`config.mk`:
```
export PLATFORM = sky130hd
export DESIGN_NAME = rbc_datapath
export DESIGN_NICKNAME = d
export VERILOG_FILES = /design/src/rtl/rbc_pkg.sv /design/src/rtl/rbc_datapath.sv
export SDC_FILE = /design/constraint.sdc
export NUM_CORES = 1
export LEC_CHECK = 0
export BUFFER_PORTS_ARGS = -buffer_cell sky130_fd_sc_hd__buf_4
export CORE_MARGIN = 2
export CORE_UTILIZATION = 56
export CTS_BUF_LIST = sky130_fd_sc_hd__clkbuf_8
export CTS_CLUSTER_DIAMETER = 50
export DETAILED_ROUTE_END_ITERATION = 7
export PLACE_DENSITY = 0.84
export SLEW_MARGIN = 0
export SYNTH_ARGS = -nofsm -noshare
export SYNTH_HDL_FRONTEND = slang
export SYNTH_SLANG_ARGS = --single-unit
```
`constraint.sdc`:
```
create_clock -name clk -period 6.85 [get_ports clk]
set_input_delay 0.3425 -clock clk [delete_from_list [all_inputs] [get_ports clk]]
set_output_delay 0.3425 -clock clk [all_outputs]
set_load 0.02 [all_outputs]
```
`src/rtl/rbc_pkg.sv`:
```
package rbc_pkg;

  // Strobes from control to datapath, one set per cycle
  typedef struct packed {
    logic push;     // write expected word into queue
    logic pop;      // consume oldest word and compare
    logic capture;  // load the status word
    logic clear;    // zero the status word
  } rbcStrobe_t;

  // Status word layout; positions are decoded by software
  localparam int ST_ADDR_LSB    = 0;
  localparam int ST_ADDR_W      = 32;
  localparam int ST_BLEN_LSB    = 32;
  localparam int ST_BLEN_W      = 6;
  localparam int ST_CMDFULL_BIT = 40;
  localparam int ST_WRFULL_BIT  = 41;
  localparam int ST_RDEMPTY_BIT = 42;
  localparam int ST_DATA_LSB    = 64;

endpackage

```
`src/rtl/rbc_datapath.sv`:
```
module rbc_datapath
  import rbc_pkg::*;
#(
  parameter int DATA_W = 32,
  parameter int DEPTH  = 4,
  parameter int PTR_W  = 2,
  parameter int STAT_W = 128
) (
  input  logic                 clk,
  input  logic                 rstN,
  input  rbcStrobe_t           strb,
  input  logic [PTR_W-1:0]     wrPtr,
  input  logic [PTR_W-1:0]     rdPtr,
  input  logic [DATA_W-1:0]    expData,
  input  logic [DATA_W-1:0]    rdData,
  input  logic [ST_ADDR_W-1:0] cmdAddr,
  input  logic [ST_BLEN_W-1:0] cmdBlen,
  input  logic                 cmdFull,
  input  logic                 wrFull,
  input  logic                 rdEmpty,
  output logic                 mismatch,
  output logic [DATA_W-1:0]    cmpData,
  output logic                 cmpValid,
  output logic                 cmpError,
  output logic [STAT_W-1:0]    errStatus
);

  localparam int RD_LSB = ST_DATA_LSB + DATA_W;

  logic [DATA_W-1:0] qMem [DEPTH];
  logic [DATA_W-1:0] headWord;
  logic [STAT_W-1:0] statusNext;

  for (genvar e = 0; e < DEPTH; e++) begin : gEntry
    always_ff @(posedge clk) begin
      if (strb.push && (wrPtr == PTR_W'(e))) qMem[e] <= expData;
    end
  end

  assign headWord = qMem[rdPtr];
  assign mismatch = (headWord != rdData);

  always_comb begin
    statusNext = '0;
    statusNext[ST_ADDR_LSB +: ST_ADDR_W] = cmdAddr;
    statusNext[ST_BLEN_LSB +: ST_BLEN_W] = cmdBlen;
    statusNext[ST_CMDFULL_BIT]           = cmdFull;
    statusNext[ST_WRFULL_BIT]            = wrFull;
    statusNext[ST_RDEMPTY_BIT]           = rdEmpty;
    statusNext[ST_DATA_LSB +: DATA_W]    = headWord;
    statusNext[RD_LSB +: DATA_W]         = rdData;
  end

  always_ff @(posedge clk) begin
    if (!rstN) begin
      cmpValid <= 1'b0;
      cmpError <= 1'b0;
      cmpData  <= '0;
    end else begin
      cmpValid <= strb.pop;
      cmpError <= strb.pop && mismatch;
      if (strb.pop) cmpData <= headWord;
    end
  end

  always_ff @(posedge clk) begin
    if (!rstN)             errStatus <= '0;
    else if (strb.capture) errStatus <= statusNext;
    else if (strb.clear)   errStatus <= '0;
  end

  assert_error_needs_valid_R5: assert property (@(posedge clk) disable iff (!rstN)
    cmpError |-> cmpValid);

  assert_status_hold_R8: assert property (@(posedge clk) disable iff (!rstN)
    (!$past(strb.capture) && !$past(strb.clear)) |-> $stable(errStatus));

  assert_reserved_zero_R11: assert property (@(posedge clk) disable iff (!rstN)
    (errStatus[39:38] == 2'b00) && (errStatus[63:43] == '0));

  assert_report_follows_pop_R4: assert property (@(posedge clk) disable iff (!rstN)
    strb.pop |=> cmpValid);

endmodule

```
## Word-level counts from Yosys, hierarchy flattened

Memories as Yosys holds them, arrays and structs flattened.
Cells that the tools add are included.
Widths: inputs -> output; s select.

| word-level totals | value |
|---|---|
| register bits | 139 |
| memories kept | 1 |
| input bits | 115 |
| bits in writable memories | 128 |

Memory list:

| name | words | width | read ports | clocked after memory_dff | wr ports | line | RTL |
|---|---|---|---|---|---|---|---|
| qMem | 4 | 32 | 1 | 0 | 1 | rbc_datapath.sv:30 | `logic [DATA_W-1:0] qMem [DEPTH];` |

| operators by class | value |
|---|---|
| eq/ne operators | 4 |
| multiplexer cells | 19 |
| reduce and logical (&&, ||, !) cells | 10 |

Operators by type and width:

| cell | count |
|---|---|
| $mux 128 | 2 |
| $mux 32 | 3 |
| $reduce_or 32->1 | 3 |
| $ne 32x32->1 | 1 |
| $mux 1 | 11 |
| $mux 2 | 3 |
| $logic_and 1x1->1 | 5 |
| $eq 2x2->1 const B | 2 |
| $eq 2x1->1 const B | 1 |
| $logic_not 2->1 | 1 |
| $reduce_bool 2->1 | 1 |

## Logic depth before layout (Yosys ltp)

| depth | value |
|---|---|
| word-level depth | 8 |
| mapped depth | 7 |
| depth with buffers taken out | 5 |

## Worst setup path after synthesis

Ideal clock, no wire load.

| timing path | value |
|---|---|
| kind | input to register |
| start point | input port wrPtr[1] |
| end point | memory qMem[0][0], enable pin |
| setup time | 468 ps |
| stages | 1 |
| setup slack | 3636 ps |
| buffers on the path | 0 |
| data arrival time | 2746 ps |
| path through | nor3b_1 |

| between the ends | value |
|---|---|
| word-level cells in the longest chain between the ends | 8 |
| elaborated cells between the ends (all ways) | 25 |
| those cells by class | eq/ne: 3; mux: 14; reduce/logical: 8 |

RTL lines:

| item | line | RTL |
|---|---|---|
| start, declared | rbc_datapath.sv:12 | `input logic [PTR_W-1:0] wrPtr,` |
| $eq 2x1->1 | rbc_datapath.sv:36 | `if (strb.push && (wrPtr == PTR_W'(e))) qMem[e] <= expData;` |
| $logic_and 1x1->1 | rbc_datapath.sv:36 |  |
| $mux 1 | rbc_datapath.sv:36 |  |
| $mux 1 (implied by the code) | rbc_datapath.sv:36 |  |
| $reduce_or 32->1 (no line) | - |  |
| $mux 2 (no line) / $mux 1 (equally long branches) (3 in a row) | - |  |
| end, declared | rbc_datapath.sv:30 |  |

Several ways; a longest one is shown, not always the timed one.

## Final worst setup path

| timing path | value |
|---|---|
| start point | input port rdPtr[0] |
| end point | output port mismatch |

| between the ends | value |
|---|---|
| word-level cells in the longest chain between the ends | 2 |

RTL lines:

| item | line | RTL |
|---|---|---|
| start, declared | rbc_datapath.sv:13 | `input logic [PTR_W-1:0] rdPtr,` |
| $mem_v2 4x32 | - |  |
| $ne 32x32->1 | rbc_datapath.sv:41 | `assign mismatch = (headWord != rdData);` |
| end, declared | rbc_datapath.sv:21 | `output logic mismatch,` |

Every way passes these cells.

==> impl_metrics.toml <==
[power_and_ir_drop]
p_total_mw = 3.70
p_leak_nw = 5.33
ir_worst_vdd_uv = 188
powerDensity_nw_per_um2 = 268

[placed_design]
dp_hpwl_um = 17900
place_ws_ps = 3700
place_inst = 1242
port_buffers = 254
gp_congestion = 0.838

[drt]
dr.pass1.iters = 5
post_drt_wl_per_cell_um = 20.8
drt_iter0_markers = 447
via_count = 7465
final_antenna_net_count = 0
vias_per_cell = 5.51
drc = 0
routed_wirelength_um = 28100

[setup_path]
reg2reg_from = "qMem[0][23]$_DFFE_PP_"
cp_common_cell = "buf_4"
critPathArrivalTime_ps = 2820
critPathRequiredTime_ps = 6510
criticalPathCategory = "input pin to output pin"
cp-start-kind = "input pin"
crit_chain = "buf_4 -> mux4_2 -> xnor2_1 -> nand4_1 -> nor4_2 -> nand2_1 -> buf_4"
cp_max_fo = 32
cp_slowest_cell = "mux4_2"
r2r_setup_slack_ps = 4840
r2r_end = "cmpError$_SDFF_PN0_"
slowest_delay_ps = 640
reg2reg_depth = 5
cp-end-kind = "output pin"

[cts]
clock_latency_ps = 570
clock_path_buffers = 3
cts_resized = 0
cts.sinks = 267
path_clk_slew_ps = 60
cts_tree = "done"
cts_buffers = 43
cts_root_buf = "clkbuf_8"
htree_num_levels = 2

[floorplanning]
die_w_um = 142
core.rowCount = 50
dieArea_um2 = 20200
floorplan.initialDensity_pct = 57.1
core_um2 = 18700
num_io_pins = 278
dieHeight_um = 142

[grt]
grt_usage_pct = 27.3
grt_pass1_vias = 7432
grt_max_degree = 139
use_met1_pct = 32.0
grtUsageMet3_pct = 7.07
grt_pass1_wl_um = 41600
grtUsageMet2_pct = 48.8
antenna_found_initial = 2
overflow = 0
top_usage_layer = "met2"

[layout]
nets = 1200
final_cells = 1355
drive_gt1_share_pct = 31.7
syn_to_final_growth_pct = 29.1
nFillCells = 1223

[sta]
max_freq_mhz = 316
fin_crit_sh_pct = 46.2
skew_ps = 22.3
max_slew_margin_pct = 20.1
setup_viol = 0
tightest_slew_ps = 1200
slew_viol_final = 0
period_minus_slack_ps = 3160
whs_ps = 48.2
rsz0062_at_grt = "false"
hold_viol_final = 0
worst_slack_ps = 3690
setup_tns_ps = 0

[yosys]
synth_edf_count = 128
ys_ff_latch = 267
yosys_most_used_dff = "dfxtp_1"
ys_types = 22
avgSynthCellArea_um2 = 13.1
yosysWarningCount = 0
ys_seq_area_share_pct = 62.0
netlist_instances = 813
syn_area_um2 = 10700
synthArstFlopShare_pct = 0

[status]
status = "finished, final reports clean"

[flow_run]
maxCapViolations = 0

[worst_hold_path]
worstHoldEndpoint = "errStatus[4]$_SDFFE_PN0P_"
hp-class = "input pin to flip-flop"
holdPathStages = 3
min_from = "cmdAddr[4]"
==> state kept, by name, indices dropped and copies added, names as in the netlist <==
name,cells
cmpError,1
cmpValid,1
qMem,128
cmpData,32
errStatus,105
==> synth_stat cells (all sizes together), types with 8 or more instances <==
master    n  area [um^2]
clkbuf   54          203
nor3b   106          796
buf      30          238
nor2b   137          857
dfxtp   139         2780
mux2i    32          320
mux4     32          721
edfxtp  128         3840
xnor2    32          280
nand4     8         50.1
a21oi   105          526
==> stage by stage <==
step | cell area (um^2) | utilization [%]
finish | 13800 | 73.8
global placement | 12600 | 67.2
floorplan | 10800 | -
CTS | 13800 | 73.8
detailed placement | 12600 | 67.2
global route | 13800 | 73.8
==> worst max path at each step <==
stage,from,endpoint,cells after the start
finish,rdPtr[0],mismatch,7
detailed placement,rdPtr[0],mismatch,7
CTS,rdPtr[0],mismatch,7
global placement,rdPtr[0],mismatch,7
floorplan,wrPtr[1],qMem[0][0]$_DFFE_PP_,1
global route,rdPtr[0],mismatch,7
==> placed cells by master (no fill, tap or decap) <==
cell	n
buf_4	256
dfxtp_1	139
nor2b_1	137
edfxtp_1	128
nor3b_1	105
a21oi_1	105
clkbuf_8	47
mux4_2	32
xnor2_1	32
mux2i_1	32
dlygate4sd3_1	32
conb_1	23
inv_1	20
nand4_1	8
bufinv_16	4
clkinv_2	4
clkinvlp_4	3
nor4_2	2
nand2_1	2
inv_8	2
diode_2	1
and3_2	1
nor2_4	1
and3b_2	1
nor3b_2	1
and2_1	1
a21boi_1	1
buf_6	1
==> layer usage <==
metal	share of wire, %	vias up	routed length (um)
li1	-	3416	-
met1	37	3622	10400
met2	51	369	14400
met3	9.1	58	2570
met4	2.9	0	803
met5	0	-	0
==> power breakdown <==
| part | total [mW] | leakage (nW) | internal (mW) | switching [mW] |
|---|---|---|---|---|
| Clock | 1.42 | 0.529 | 0.792 | 0.631 |
| Sequential | 1.80 | 2.32 | 1.76 | 0.0410 |
| Combinational | 0.473 | 2.48 | 0.216 | 0.257 |
| Total | 3.70 | 5.33 | 2.77 | 0.930 |
==> cell type report <==
class | count | area (um^2) | area share, %
tap | 234 | 293 | 2.12
timing repair buffer | 289 | 2250 | 16.3
clock buffer | 47 | 647 | 4.69
antenna | 1 | 2.50 | 0.0181
multi-input combinational | 484 | 3720 | 26.9
clock inverter | 33 | 260 | 1.89
sequential | 267 | 6630 | 48.0
==> cells by family (layout without fill, tap and decap cells) <==
logic type                Yosys count  count (layout)  synth area share [%]
AOI/OAI and AO/OA                 106             106                  4.99
and+or+nand+nor                   259             259                  16.5
buffers and inverters              84             369                  4.12
muxes                              64              64                  9.74
other                               1              24                0.0351
DFF                               267             267                  62.0
xor gates and xnor gates           32              32                  2.62
==> worst max-delay path: cells and delay by family <==
family | cells | cell delay [ps]
AND/OR/NAND/NOR | 3 | 780
buffers and inverters | 2 | 740
multiplexers | 1 | 640
XOR/XNOR | 1 | 300
==> timing repair <==
| action | in CTS | in global routing |
|---|---|---|
| buffers inserted | 0 | 0 |
| hold endpoints to repair | 128 | 0 |
| setup endpoints to repair | 0 | 0 |
| hold buffers | 32 | 0 |
Power figures use the tool's default switching activity.
